==> config.mk <==
export PLATFORM = sky130hd
export DESIGN_NAME = frm_payload_rx
export DESIGN_NICKNAME = d
export VERILOG_FILES = /design/src/rtl/frm_pkg.sv /design/src/rtl/frm_unesc.sv /design/src/rtl/frm_crc.sv /design/src/rtl/frm_payload_rx.sv
export SDC_FILE = /design/constraint.sdc
export NUM_CORES = 1
export LEC_CHECK = 0
export ABC_AREA = 0
export BUFFER_PORTS_ARGS = -buffer_cell sky130_fd_sc_hd__buf_4
export CAP_MARGIN = 20
export CORE_MARGIN = 2
export CORE_UTILIZATION = 61
export CTS_BUF_LIST = sky130_fd_sc_hd__clkbuf_8
export DETAILED_ROUTE_END_ITERATION = 7
export MAX_ROUTING_LAYER = met4
export PLACE_DENSITY = 0.9
export SLEW_MARGIN = 20
export SYNTH_ARGS = -nofsm -noshare
export SYNTH_HDL_FRONTEND = slang
export SYNTH_SLANG_ARGS = --single-unit
export TNS_END_PERCENT = 30
==> constraint.sdc <==
create_clock -name clk_i -period 3.5 [get_ports clk_i]
set_input_delay 0.35 -clock clk_i [delete_from_list [all_inputs] [get_ports clk_i]]
set_output_delay 0.35 -clock clk_i [all_outputs]
set_load 0.01 [all_outputs]
==> src/rtl/frm_pkg.sv <==
`timescale 1ns/1ps
package frm_pkg;
  typedef enum logic [2:0] {
    ST_HUNT = 3'd0,
    ST_HDR  = 3'd1,
    ST_PAY  = 3'd2,
    ST_TRL  = 3'd3
  } frm_st_e;

  localparam logic [7:0] SEP_BYTE = 8'hC0;
  localparam logic [7:0] ESC_BYTE = 8'hDB;
  localparam int unsigned NUM_ESC = 4;
  localparam logic [7:0] ESC_CODE [NUM_ESC] = '{8'hDC, 8'hDD, 8'hDE, 8'hDF};
  localparam logic [7:0] ESC_CHAR [NUM_ESC] = '{8'hC0, 8'hDB, 8'h11, 8'h13};

  localparam logic [2:0] RES_OK    = 3'd0;
  localparam logic [2:0] RES_ESC   = 3'd1;
  localparam logic [2:0] RES_CRC   = 3'd2;
  localparam logic [2:0] RES_TRUNC = 3'd3;

  localparam logic [15:0] CRC_POLY = 16'h1021;
  localparam logic [15:0] CRC_INIT = 16'hFFFF;

  function automatic logic [15:0] crc_step(input logic [15:0] c, input logic [7:0] b);
    logic [15:0] r;
    r = c;
    for (int i = 7; i >= 0; i--) begin
      if (r[15] ^ b[i]) r = {r[14:0], 1'b0} ^ CRC_POLY;
      else              r = {r[14:0], 1'b0};
    end
    return r;
  endfunction
endpackage

==> src/rtl/frm_unesc.sv <==
`timescale 1ns/1ps
module frm_unesc
  import frm_pkg::*;
(
  input  logic       clk_i,
  input  logic       rst_ni,
  input  logic       act_i,
  input  logic       vld_i,
  input  logic [7:0] byte_i,
  input  logic [NUM_ESC-1:0] map_en_i,
  output logic       dv_o,
  output logic [7:0] db_o,
  output logic       sep_o,
  output logic       bad_o
);
  logic pend_q;
  logic hit, ok;
  logic [7:0] mapped;

  always_comb begin
    hit = 1'b0;
    ok = 1'b0;
    mapped = byte_i;
    for (int k = 0; k < NUM_ESC; k++) begin
      if (byte_i == ESC_CODE[k]) begin
        hit = 1'b1;
        ok = map_en_i[k];
        mapped = ESC_CHAR[k];
      end
    end
  end

  always_comb begin
    dv_o = 1'b0;
    db_o = byte_i;
    sep_o = 1'b0;
    bad_o = 1'b0;
    if (act_i && vld_i) begin
      if (pend_q) begin
        if (hit && ok) begin
          dv_o = 1'b1;
          db_o = mapped;
        end else begin
          bad_o = 1'b1;
        end
      end else if (byte_i == SEP_BYTE) begin
        sep_o = 1'b1;
      end else if (byte_i != ESC_BYTE) begin
        dv_o = 1'b1;
      end
    end
  end

  always_ff @(posedge clk_i or negedge rst_ni) begin
    if (!rst_ni)      pend_q <= 1'b0;
    else if (!act_i)  pend_q <= 1'b0;
    else if (vld_i)   pend_q <= !pend_q && (byte_i == ESC_BYTE);
  end

  assert_esc_arm_R3: assert property (@(posedge clk_i) disable iff (!rst_ni)
    (act_i && vld_i && !pend_q && byte_i == ESC_BYTE) |=> pend_q);
  assert_esc_consume_R3: assert property (@(posedge clk_i) disable iff (!rst_ni)
    (vld_i && pend_q) |=> !pend_q);
endmodule

==> src/rtl/frm_crc.sv <==
`timescale 1ns/1ps
module frm_crc
  import frm_pkg::*;
(
  input  logic        clk_i,
  input  logic        rst_ni,
  input  logic        clr_i,
  input  logic        feed_i,
  input  logic [7:0]  byte_i,
  output logic [15:0] crc_o,
  output logic [15:0] nxt_o
);
  logic [15:0] crc_q;

  assign nxt_o = crc_step(crc_q, byte_i);
  assign crc_o = crc_q;

  always_ff @(posedge clk_i or negedge rst_ni) begin
    if (!rst_ni)     crc_q <= CRC_INIT;
    else if (clr_i)  crc_q <= CRC_INIT;
    else if (feed_i) crc_q <= nxt_o;
  end

  assert_crc_hold_R10: assert property (@(posedge clk_i) disable iff (!rst_ni)
    (!clr_i && !feed_i) |=> $stable(crc_q));
endmodule

==> src/rtl/frm_payload_rx.sv <==
`timescale 1ns/1ps
module frm_payload_rx
  import frm_pkg::*;
#(
  parameter int unsigned LEN_W = 16
) (
  input  logic             clk_i,
  input  logic             rst_ni,
  input  logic             soft_rst_i,
  input  logic             rx_vld_i,
  input  logic [7:0]       rx_byte_i,
  input  logic             rx_idle_i,
  input  logic             rx_brk_i,
  input  logic             cfg_len_end_i,
  input  logic             cfg_hdr_i,
  input  logic             cfg_crc_i,
  input  logic             cfg_idle_end_i,
  input  logic             cfg_brk_end_i,
  input  logic [3:0]       cfg_esc_en_i,
  input  logic [LEN_W-1:0] cfg_len_i,
  output logic             pay_vld_o,
  output logic [7:0]       pay_byte_o,
  output logic             pay_end_o,
  output logic [2:0]       pay_err_o,
  output logic [2:0]       state_o,
  output logic [2:0]       err_cause_o
);
  localparam int unsigned HDR_W = 16;

  frm_st_e st_q, st_d;
  logic hidx_q, hidx_d, any_q, any_d;
  logic [7:0] hlo_q, hlo_d, h0_q, h0_d, h1_q, h1_d, ob_q, ob_d;
  logic [1:0] hn_q, hn_d;
  logic [LEN_W-1:0] tgt_q, tgt_d, cnt_q, cnt_d, cnt_inc, hdr_len;
  logic ov_q, ov_d, end_q, end_d, restart, crc_feed;
  logic [2:0] err_q, err_d, cause_q, fin_err;
  logic act, term, dec_vld, dec_sep, dec_bad;
  logic [7:0] dec_byte;
  logic [15:0] crc_q, crc_nxt;
  logic [HDR_W-1:0] hdr_raw;

  assign act  = (st_q != ST_HUNT);
  assign term = act && ((rx_idle_i && cfg_idle_end_i) || (rx_brk_i && cfg_brk_end_i));

  frm_unesc u_unesc (
    .clk_i, .rst_ni, .act_i(act), .vld_i(rx_vld_i && !term), .byte_i(rx_byte_i),
    .map_en_i(cfg_esc_en_i), .dv_o(dec_vld), .db_o(dec_byte), .sep_o(dec_sep), .bad_o(dec_bad)
  );

  frm_crc u_crc (
    .clk_i, .rst_ni, .clr_i(restart), .feed_i(crc_feed), .byte_i(dec_byte),
    .crc_o(crc_q), .nxt_o(crc_nxt)
  );

  assign cnt_inc = cnt_q + 1'b1;
  assign hdr_raw = {dec_byte, hlo_q};
  assign hdr_len = LEN_W'(hdr_raw);

  // result for a packet closed by separator, idle or break
  always_comb begin
    if (cfg_len_end_i || st_q == ST_HDR) fin_err = RES_TRUNC;
    else if (!cfg_crc_i)                 fin_err = RES_OK;
    else if (hn_q != 2'd2)               fin_err = RES_TRUNC;
    else if (crc_q != 16'h0000)          fin_err = RES_CRC;
    else                                 fin_err = RES_OK;
  end

  always_comb begin
    st_d = st_q; hidx_d = hidx_q; hlo_d = hlo_q; tgt_d = tgt_q; cnt_d = cnt_q;
    any_d = any_q; h0_d = h0_q; h1_d = h1_q; hn_d = hn_q;
    ov_d = 1'b0; ob_d = ob_q; end_d = 1'b0; err_d = RES_OK;
    restart = 1'b0; crc_feed = 1'b0;
    if (!act) begin
      if (rx_vld_i && rx_byte_i == SEP_BYTE) restart = 1'b1;
    end else if (term) begin
      if (any_q) begin end_d = 1'b1; err_d = fin_err; end
      st_d = ST_HUNT;
    end else if (dec_sep) begin
      if (any_q) begin end_d = 1'b1; err_d = fin_err; end
      restart = 1'b1;
    end else if (dec_bad) begin
      end_d = 1'b1; err_d = RES_ESC; st_d = ST_HUNT;
    end else if (dec_vld) begin
      any_d = 1'b1;
      case (st_q)
        ST_HDR: begin
          if (!hidx_q) begin
            hlo_d = dec_byte; hidx_d = 1'b1;
          end else begin
            tgt_d = hdr_len; cnt_d = '0;
            if (cfg_len_end_i && hdr_len == '0) begin
              if (cfg_crc_i) st_d = ST_TRL;
              else begin end_d = 1'b1; st_d = ST_HUNT; end
            end else st_d = ST_PAY;
          end
        end
        ST_PAY: begin
          crc_feed = 1'b1;
          if (cfg_len_end_i) begin
            ov_d = 1'b1; ob_d = dec_byte; cnt_d = cnt_inc;
            if (cnt_inc == tgt_q) begin
              cnt_d = '0;
              if (cfg_crc_i) st_d = ST_TRL;
              else begin end_d = 1'b1; st_d = ST_HUNT; end
            end
          end else if (cfg_crc_i) begin
            // hold two bytes back: they may be the trailer
            h0_d = h1_q; h1_d = dec_byte;
            if (hn_q == 2'd2) begin ov_d = 1'b1; ob_d = h0_q; end
            else hn_d = hn_q + 2'd1;
          end else begin
            ov_d = 1'b1; ob_d = dec_byte;
          end
        end
        ST_TRL: begin
          crc_feed = 1'b1; cnt_d = cnt_inc;
          if (cnt_q[0]) begin
            end_d = 1'b1; st_d = ST_HUNT;
            err_d = (crc_nxt != 16'h0000) ? RES_CRC : RES_OK;
          end
        end
        default: ;
      endcase
    end
    if (restart) begin
      hidx_d = 1'b0; cnt_d = '0; any_d = 1'b0; hn_d = 2'd0;
      tgt_d = (cfg_len_i == '0) ? LEN_W'(1) : cfg_len_i;
      st_d = cfg_hdr_i ? ST_HDR : ST_PAY;
    end
  end

  always_ff @(posedge clk_i or negedge rst_ni) begin
    if (!rst_ni) begin
      st_q <= ST_HUNT; hidx_q <= 1'b0; hlo_q <= '0; tgt_q <= '0; cnt_q <= '0;
      any_q <= 1'b0; h0_q <= '0; h1_q <= '0; hn_q <= '0;
      ov_q <= 1'b0; ob_q <= '0; end_q <= 1'b0; err_q <= RES_OK; cause_q <= RES_OK;
    end else if (soft_rst_i) begin
      st_q <= ST_HUNT; hidx_q <= 1'b0; cnt_q <= '0; any_q <= 1'b0; hn_q <= '0;
      ov_q <= 1'b0; end_q <= 1'b0; err_q <= RES_OK; cause_q <= RES_OK;
    end else begin
      st_q <= st_d; hidx_q <= hidx_d; hlo_q <= hlo_d; tgt_q <= tgt_d; cnt_q <= cnt_d;
      any_q <= any_d; h0_q <= h0_d; h1_q <= h1_d; hn_q <= hn_d;
      ov_q <= ov_d; ob_q <= ob_d; end_q <= end_d; err_q <= err_d;
      if (end_d && err_d != RES_OK) cause_q <= err_d;
    end
  end

  assign pay_vld_o   = ov_q;
  assign pay_byte_o  = ob_q;
  assign pay_end_o   = end_q;
  assign pay_err_o   = err_q;
  assign state_o     = st_q;
  assign err_cause_o = cause_q;

  assert_soft_rst_idle_R1: assert property (@(posedge clk_i) disable iff (!rst_ni)
    $past(soft_rst_i) |-> (state_o == 3'd0 && !pay_vld_o && !pay_end_o));
  assert_out_only_payload_R7: assert property (@(posedge clk_i) disable iff (!rst_ni)
    pay_vld_o |-> $past(st_q) == ST_PAY);
  assert_single_end_R5: assert property (@(posedge clk_i) disable iff (!rst_ni)
    pay_end_o |=> !pay_end_o);
  assert_trailer_mode_R10: assert property (@(posedge clk_i) disable iff (!rst_ni)
    (st_q == ST_TRL) |-> (cfg_len_end_i && cfg_crc_i));
  assert_cause_tracks_R11: assert property (@(posedge clk_i) disable iff (!rst_ni)
    (pay_end_o && pay_err_o != 3'd0) |-> err_cause_o == pay_err_o);
endmodule

==> results.tsv, run 1 <==
stage	metric	value	unit
global_route	vias in the first global route	4791	
sta	FMAX	0.3221	GHz
yosys	cell area after synthesis	5455	sq um
cells_and_area	fraction of layout cells with a size suffix above 1	20.91	%
routing	Top Metal Used	met4	
clocking	clock root cell	clkbuf_8	
yosys	sequential fraction of the synthesis area	43.03	%
sta	TNS Setup	0	ps
yosys	yosys warns	0	
clocking	CTS Buf Count	9	
floorplan	Core Region	8678	sq um
sta	setup violators final	0	
yosys	post-synth top area share	35.32	%
worst_setup_path	Critical Path Fanout Max	12	
worst_hold_path	Worst Hold Class	in -> async	
worst_setup_path	Arrival @ worst endpoint	3380	ps
sta	Setup WS post-layout	395.3	ps
cells_and_area	Non-Filler Instances	768	
sta	RSZ-0062 raised after global routing	no	
cells_and_area	filler cell count	650	
routing	Via density	6.342	
worst_setup_path	crit path launch type	flop	
yosys	cell taking the most area after synthesis	dfrtp_1	
clocking	CTS clk-pin slew, worst paths	110	ps
global_route	largest net degree at the start of global routing	62	
yosys	largest family of logic cells by synthesized area	simple AND/OR/NAND/NOR gates	
cells_and_area	nets	696	
worst_setup_path	Worst setup EP type	flop	
yosys	Post-Synth Adder-Cell Area	0.4587	%
yosys	post-synthesis compound-gate area fraction	17.16	%
pwr	sw power	1.183	mW
sta	Final Slew Violations	0	
cells_and_area	Syn-to-layout area delta	12.94	%
yosys	FF+latch count, synth	93	
yosys	syn_area_per_cell	8.928	sq um
global_route	grt ovf	0	
place	number of I/O port buffers	54	
routing	Pre-Repair DR Iteration Count	5	
floorplan	die width	98.57	microns
pwr	Pwr Density	529.1	nW/um^2
yosys	Distinct cells, synth	71	
clocking	Clock Latency Late Sink	380	ps
pwr	part of the power in the clock network	22.8	%
outcome	outcome	finished clean	
clocking	CTS max path bufs	2	
pwr	Flop pwr share	46.8	%
floorplan	site row count	34	
pwr	Cell Int Power	2.077	mW
routing	DRT met1 WL	5.592	mm
sta	post-route clock skew	14.39	ps
sta	Slew headroom	28.22	%
sta	Worst-Margin Slew	1050	ps
floorplan	die height	98.57	microns
yosys	Top FF cell, synth	dfrtp_1	
yosys	leading cell type by number of instances after synthesis	nand2_1	
sta	final hold violations	0	
yosys	Cells after Synth	611	
routing	DRT Wirelength	13.93	mm
sta	crit path time final	3105	ps
pwr	Lkg Pwr	2.708	nW
routing	DRT iter0 DRCs	361	
place	GPL Wtd Cong	0.9402	
routing	Final ANT Viol Nets	0	
floorplan	DIE AREA	9715	sq um
yosys	mux share of post-synthesis cell area	4.060	%
pwr	Sw Share	36.29	%
yosys	synthesized-area fraction occupied by xor and xnor cells	7.867	%
yosys	post-synthesis simple-gate area fraction	23.12	%
routing	Met2 Wirelength	7.039	mm
worst_setup_path	Worst Setup Path Type	reg -> reg	
clocking	number of setup buffers added after CTS	0	
place	post-detail-place hpwl	10.38	mm
place	pre-CTS WS	394.0	ps
yosys	EDFF count, synth	0	
yosys	most frequent cells after synthesis	94 x nand2_1, 77 x dfrtp_1, 57 x nor2_1	
sta	fin crit share	88.70	%
clocking	htree depth	3	
global_route	gr usage total	30.67	%
clocking	CTS tree	yes	
yosys	ys async rst share	100.0	%
routing	wire length per cell	18.14	microns
cells_and_area	Antenna Cells	0	
clocking	TritonCTS Sinks	93	
worst_setup_path	CP Data Required Time	3770	ps
place	Placed Cells	752	
pwr	Worst IR Drop VDD	0.4969	mV
yosys	synth top area cells	dfrtp_1 35%, dfstp_2 7.7%, nand2_1 6.5%	
global_route	initial antenna violation count	0	
pwr	logic gate share of total power	30.4	%
routing	DRC Markers	0	
job	max_cap viols	0	
routing	met3 routed WL	676	microns
floorplan	Initial Util	62.86	%
floorplan	Ports	58	
global_route	first-pass GRT wire length	23.00	mm
routing	DR vias	4871	
[critical path, stage by stage (launching register included)]
cell      delay, ps
dfrtp_1         510
ha_1            280
nand3_1         370
nor2_1          300
xnor2_1         100
nor4_1          560
a31oi_2         350
buf_4           260
o221ai_1        190
nand2_1          90
[registers in the layout, summed over array words and instances, names as in the netlist, 2 cells and up]
name	count
cnt_q	16
err_cause_o	2
h0_q	8
h1_q	8
hlo_q	8
hn_q	2
pay_byte_o	8
pay_err_o	2
state_o	2
tgt_q	16
u_crc.crc_o	16
[layer usage]
layer / global-route usage (%) / vias up
li1: - / 2266
met1: 36.23 / 2367
met2: 50.60 / 172
met3: 4.397 / 66
met4: 17.07 / 0
met5: - / -
[path summary, 6_finish.rpt]
path	start	end	slack, ps	cells after the start
worst max-delay path	cnt_q[0]	cnt_q[6]	400	9
worst min-delay path	rst_ni	cnt_q[7]	20	1
worst max register to register	cnt_q[0]	cnt_q[6]	400	9
worst min register to register	pay_byte_o[3]	pay_byte_o[3]	500	2
max in group asynchronous	rst_ni	hlo_q[5]	2720	2
min in group clk_i	soft_rst_i	err_cause_o[1]	220	2
[cells in the final DEF, fill, tap and decap left out, types with 15 or more instances in the layout]
cell | Yosys | layout
mux2_2 | 15 | 15
buf_4 | 4 | 71
dfstp_2 | 16 | 16
dfrtp_1 | 77 | 77
o21ai_0 | 41 | 41
a21oi_1 | 29 | 27
nand2_1 | 94 | 94
a31oi_1 | 18 | 18
xnor2_1 | 35 | 35
nor3_1 | 17 | 17
nor2_1 | 57 | 57
[cells by family (layout without fill, tap and decap cells)]
logic type,Yosys count,in the layout
mux,19,19
simple gates,255,255
compound gates,142,142
flops,93,93
other cells,1,3
xor+xnor,49,49
buf+inv,50,97
fa+ha+maj,2,2
[power groups by stage]
stage	Combinational, mW	Clock (mW)	Sequential [mW]
4_1_cts	0.987	0.748	1.52
3_5_place_dp	0.979	0	1.54
2_1_floorplan	0.691	0	1.50
3_3_place_gp	0.931	0	1.53
6_report	0.989	0.745	1.53
5_1_grt	1.10	0.787	1.55
[through the flow]
stage | hold slack, ps | cell area [sq um] | util [%] | power, mW
finish | 23.31 | 6161 | 70.99 | 3.260
global route | 92.04 | 6161 | 70.99 | 3.440
CTS | 66.54 | 6155 | 70.92 | 3.255
detailed placement | 472.2 | 5944 | 68.50 | 2.520
global placement | 461.0 | 5941 | 68.45 | 2.460
floorplan | 54.41 | 5463 | - | 2.193
[area by class of cell]
cell class,count,area [sq um],area share [%]
Multi-Input combinational cell,470,2898,47.03
Sequential cell,93,2347,38.10
Timing Repair Buffer,71,533.0,8.651
Tap cell,108,135.1,2.193
Clock buffer,9,123.9,2.011
Clock inverter,7,86.33,1.401
Inverter,10,37.54,0.6093
[repair_timing]
action	CTS	global route
hold buffers	0	0
endpoints found under the setup margin	0	2
gates resized for setup	0	1
Note: power is estimated with default switching activity, not from simulation.
==> inputs of run 2 (changes only) <==
REMOVE_ABC_BUFFERS = 1   (was not set)
==> run 2 against run 1 <==
Compared with the run above: final area rose by 0.69%; clock skew fell by 4.5 ps; critical path depth did not move; setup slack got worse by 100 ps; core utilization rose by 0.49 points; sequential share of layout area fell by 0.26 points; via count rose by 0.74%; critical endpoint is now cnt_q[9]; largest cell class unchanged.
==> results.tsv, run 2 (synthesis results as in run 1) <==
stage	metric	value	unit
routing	Pre-Repair DR Iteration Count	5	
clocking	number of setup buffers added after CTS	0	
clocking	Clock Latency Late Sink	370	ps
worst_setup_path	crit path launch type	flop	
routing	Final ANT Viol Nets	0	
cells_and_area	most frequent cells in the layout	94 x nand2_1, 77 x dfrtp_1, 74 x buf_4	
clocking	CTS Buf Count	9	
global_route	vias in the first global route	4646	
place	post-detail-place hpwl	10.17	mm
pwr	Pwr Density	533.8	nW/um^2
clocking	CTS tree	yes	
sta	crit path time final	3208	ps
cells_and_area	nets	700	
cells_and_area	Antenna Cells	0	
routing	Via density	6.356	
pwr	Tot Pwr	3.312	mW
floorplan	Initial Util	62.86	%
global_route	first-pass GRT wire length	23.24	mm
routing	DRT iter0 DRCs	472	
floorplan	die width	98.57	microns
sta	Worst-Margin Slew	676.5	ps
floorplan	Core Region	8678	sq um
global_route	gr usage total	30.88	%
worst_setup_path	CP Data Required Time	3740	ps
sta	fin crit share	91.65	%
pwr	Worst IR Drop VDD	0.5585	mV
worst_setup_path	Worst setup EP type	flop	
clocking	CTS clk-pin slew, worst paths	100	ps
clocking	TritonCTS Sinks	93	
routing	DRC Markers	0	
sta	post-route clock skew	9.930	ps
worst_setup_path	Critical Path Fanout Max	12	
clocking	htree depth	3	
sta	RSZ-0062 raised after global routing	no	
sta	final hold violations	0	
sta	FMAX	0.3117	GHz
routing	wire length per cell	18.38	microns
worst_setup_path	Arrival @ worst endpoint	3450	ps
cells_and_area	Non-Filler Instances	772	
clocking	clock root cell	clkbuf_8	
floorplan	site row count	34	
cells_and_area	most common cell after layout, fill and taps aside	nand2_1	
global_route	grt ovf	0	
cells_and_area	fraction of layout cells with a size suffix above 1	21.23	%
pwr	Lkg Pwr	2.740	nW
worst_setup_path	Worst Setup Path Type	reg -> reg	
place	Placed Cells	756	
routing	DR vias	4907	
worst_setup_path	RR Startpoint	cnt_q[0]	
sta	Slew headroom	54.90	%
worst_setup_path	R2R cell count	9	
cells_and_area	filler cell count	641	
clocking	CTS max path bufs	2	
worst_setup_path	crit path to	cnt_q[9]	
floorplan	die height	98.57	microns
worst_setup_path	R2R Setup Slk	290	ps
sta	TNS Setup	0	ps
floorplan	DIE AREA	9715	sq um
global_route	initial antenna violation count	0	
cells_and_area	Core Util, Final	71.48	%
worst_setup_path	critical path startpoint	cnt_q[0]	
global_route	largest net degree at the start of global routing	54	
worst_hold_path	Worst Hold Class	in -> async	
floorplan	Ports	58	
routing	DRT Wirelength	14.19	mm
sta	setup violators final	0	
place	GPL Wtd Cong	1.043	
cells_and_area	Syn-to-layout area delta	13.72	%
sta	Final Slew Violations	0	
outcome	outcome	finished clean	
worst_setup_path	capturing point of the worst reg2reg path	cnt_q[9]	
place	number of I/O port buffers	54	
job	max_cap viols	0	
run 2: cell count changes in the layout (fill, tap and decap cells not counted), sizes merged:
| cell | delta |
|---|---|
| buf | +4 |
| bufinv | +1 |
| clkbuf | +1 |
| clkinv | -2 |
run 2: per-layer routing:
layer / part of all wire (%) / GRT usage (%) / wire, microns
met1: 39 / 39.91 / 5573
met2: 49 / 48.61 / 6927
met3: 8.2 / 4.468 / 1165
met4: 3.7 / 14.12 / 522
met5: 0 / - / 0
run 2: worst min-delay path by stage:
stage,startpoint,end,cells after the start
final,rst_ni,cnt_q[4],1
after CTS,rst_ni,cnt_q[4],1
after floorplan,rst_ni,any_q,0
after global placement,h1_q[7],h1_q[7],2
after global routing,rst_ni,cnt_q[6],1
after detailed placement,rst_ni,cnt_q[4],1
run 2: worst max-delay path, cell delays in order (launching register included):
cell and delay, ps:
dfrtp_1 550, ha_1 290, nand3_1 380, nor4_1 590, xnor2_1 110, nor3_1 320, a31oi_2 270, buf_4 230
o211ai_1 210, o211ai_1 120
run 2: what timing repair did:
item                                    4_1_cts  5_1_grt
endpoints found under the setup margin        0        5
gates resized for setup                       0        1
hold buffers                                  0        0
run 2: cell type report:
cell class	count	area, sq um	share of cell area (%)
clock buffer	10	137.6	2.219
clock inverter	6	76.32	1.230
inverter	10	37.54	0.6051
multi-input combinational	470	2894	46.65
sequential	93	2347	37.84
tap	108	135.1	2.178
timing repair buffer	75	575.6	9.278
run 2: through the flow:
step	worst slack, ps	hold WS (ps)	cell area, sq um
floorplan	245.4	54.41	5269
global placement	484.4	459.0	5963
detailed placement	360.0	436.8	5983
finish	292.1	10.85	6203
global route	2.726	60.92	6203
CTS	337.0	33.31	6197
run 2: report_power, final:
| part | internal (mW) | total, mW | switching [mW] |
|---|---|---|---|
| Sequential | 1.34 | 1.51 | 0.169 |
| Combinational | 0.455 | 1.01 | 0.559 |
| Clock | 0.364 | 0.786 | 0.422 |
| Total | 2.16 | 3.31 | 1.15 |
==> inputs of run 3 (changes only) <==
CORE_MARGIN = 5   (was 2)
CORE_UTILIZATION = 55   (was 61)
PLACE_DENSITY = 0.86   (was 0.9)
clock period = 2.6 ns   (was 3.5 ns; I/O delays follow)
==> run 3 against run 2 <==
Compared with the run above: register-to-register slack got worse by 150 ps; first-iteration DRC count fell by 14%; clock skew rose by 6.7 ps; critical path type unchanged; largest cell class unchanged; highest routed layer unchanged.
==> results.tsv, run 3 (synthesis results as in run 1) <==
stage	metric	value	unit
cells_and_area	post-route cell area	6548	sq um
routing	Final ANT Viol Nets	0	
cells_and_area	Core Util, Final	67.30	%
global_route	first-pass GRT wire length	23.67	mm
worst_setup_path	Arrival @ worst endpoint	2720	ps
clocking	clock root cell	clkbuf_8	
clocking	CTS clk-pin slew, worst paths	90	ps
cells_and_area	nets	734	
floorplan	site row count	36	
sta	setup violators final	0	
clocking	htree depth	3	
global_route	largest net degree at the start of global routing	50	
worst_setup_path	critical path's slowest cell	dfrtp_2	
cells_and_area	most frequent cells in the layout	105 x buf_4, 94 x nand2_1, 73 x dfrtp_1	
sta	Slew headroom	55.68	%
outcome	outcome	finished clean	
worst_setup_path	R2R cell count	8	
clocking	Clock Latency Late Sink	380	ps
worst_hold_path	hold path depth	2	
global_route	initial antenna violation count	0	
worst_setup_path	CP max stage delay	400	ps
clocking	CTS tree	yes	
worst_setup_path	Worst setup EP type	flop	
sta	Worst-Margin Slew	664.8	ps
worst_setup_path	CP Data Required Time	2860	ps
clocking	CTS max path bufs	2	
cells_and_area	Syn-to-layout area delta	20.02	%
worst_hold_path	hold path startpoint	soft_rst_i	
worst_setup_path	crit path launch type	flop	
pwr	Worst IR Drop VDD	0.5210	mV
place	placed cell areas	6230	sq um
sta	Hold Slack	115.4	ps
sta	Setup WS post-layout	140.2	ps
place	Placed Cells	808	
sta	TNS Setup	0	ps
sta	FMAX	0.4065	GHz
floorplan	Core Region	9729	sq um
global_route	grt ovf	0	
routing	DRC Markers	0	
sta	post-route clock skew	16.64	ps
place	GPL Wtd Cong	0.9632	
routing	Via density	5.999	
clocking	TritonCTS Sinks	93	
place	pre-CTS WS	-8.972	ps
worst_setup_path	Critical Path Fanout Max	11	
place	number of I/O port buffers	54	
routing	DRT Wirelength	14.68	mm
worst_setup_path	Worst Setup Path Type	reg -> reg	
worst_setup_path	capturing point of the worst reg2reg path	cnt_q[11]	
global_route	vias in the first global route	4746	
job	max_cap viols	0	
global_route	gr usage total	26.22	%
sta	Final Slew Violations	0	
cells_and_area	filler cell count	776	
floorplan	DIE AREA	12010	sq um
routing	wire length per cell	17.67	microns
floorplan	die height	109.6	microns
worst_setup_path	CP dominant cell by count	or3_4	
floorplan	Ports	58	
cells_and_area	Non-Filler Instances	831	
floorplan	die width	109.6	microns
pwr	Pwr Density	666.9	nW/um^2
cells_and_area	fraction of layout cells with a size suffix above 1	26.50	%
clocking	CTS Buf Count	9	
sta	fin crit share	94.61	%
worst_hold_path	Worst Hold Class	in -> reg	
pwr	Lkg Pwr	2.919	nW
routing	Pre-Repair DR Iteration Count	7	
sta	crit path time final	2460	ps
worst_hold_path	Worst Hold Endpoint	err_cause_o[1]	
place	post-detail-place hpwl	10.82	mm
routing	DRT iter0 DRCs	406	
sta	final hold violations	0	
worst_setup_path	R2R Setup Slk	140	ps
worst_setup_path	worst path cell trace	nand4_1 > or3_4 > or3_4 > a2111oi_4 > a31oi_4 > buf_6 > o221ai_1 > nand2_1	
cells_and_area	Antenna Cells	0	
pwr	Tot Pwr	4.367	mW
worst_setup_path	RR Startpoint	cnt_q[13]	
floorplan	Initial Util	56.07	%
routing	DR vias	4985	
cells_and_area	most common cell after layout, fill and taps aside	buf_4	
run 3: changes by cell type in the layout (fill, tap and decap cells not counted), sizes merged:
| cell | previous run | this run |
|---|---|---|
| dlygate4sd3 | 0 | 1 |
| buf | 75 | 108 |
| bufinv | 1 | 0 |
| inv | 14 | 13 |
| clkinvlp | 0 | 2 |
run 3: repair_timing:
item | CTS | global route
buffers inserted | 0 | 6
endpoints found under the hold margin | 38 | 0
pin swaps | 0 | 4
resized for setup | 3 | 18
endpoints found under the setup margin | 9 | 17
hold buffers | 1 | 0
run 3: area by class of cell:
class	count	area, sq um	share of cell area [%]
multi-input combinational	470	2964	45.27
sequential	93	2352	35.93
timing repair buffer	109	849.6	12.98
tap	133	166.4	2.542
clock buffer	10	137.6	2.102
clock inverter	6	40.04	0.6115
inverter	10	37.54	0.5733
run 3: critical path, delay by kind of cell (launching register included):
kind                   cells  cell delay [ps]
DFF                        1              400
AOI/OAI and AO/OA          3              750
buffers and inverters      1              180
and+or+nand+nor            4              990
run 3: metal layers:
layer / up-vias / GRT usage, % / wire length (microns)
met5: - / - / 0
met4: 0 / 6.857 / 302
met3: 27 / 5.344 / 965
met2: 205 / 43.50 / 7428
met1: 2424 / 32.92 / 5987
li1: 2329 / - / -
run 3: worst max path at each step:
stage	start	to	slack, ps	cells after the start
final	cnt_q[13]	cnt_q[11]	140	8
after global routing	cnt_q[1]	cnt_q[11]	-5	9
after CTS	cnt_q[3]	cnt_q[10]	20	8
after detailed placement	cnt_q[0]	cnt_q[9]	-9	8
after global placement	cnt_q[13]	cnt_q[5]	100	8
after floorplan	state_o[0]	tgt_q[0]	-650	5
run 3: report_power, final:
group          internal (mW)  leakage, nW  switching, mW
registers               1.81         1.22          0.235
clock network          0.372       0.0915          0.531
logic                  0.665         1.61          0.756
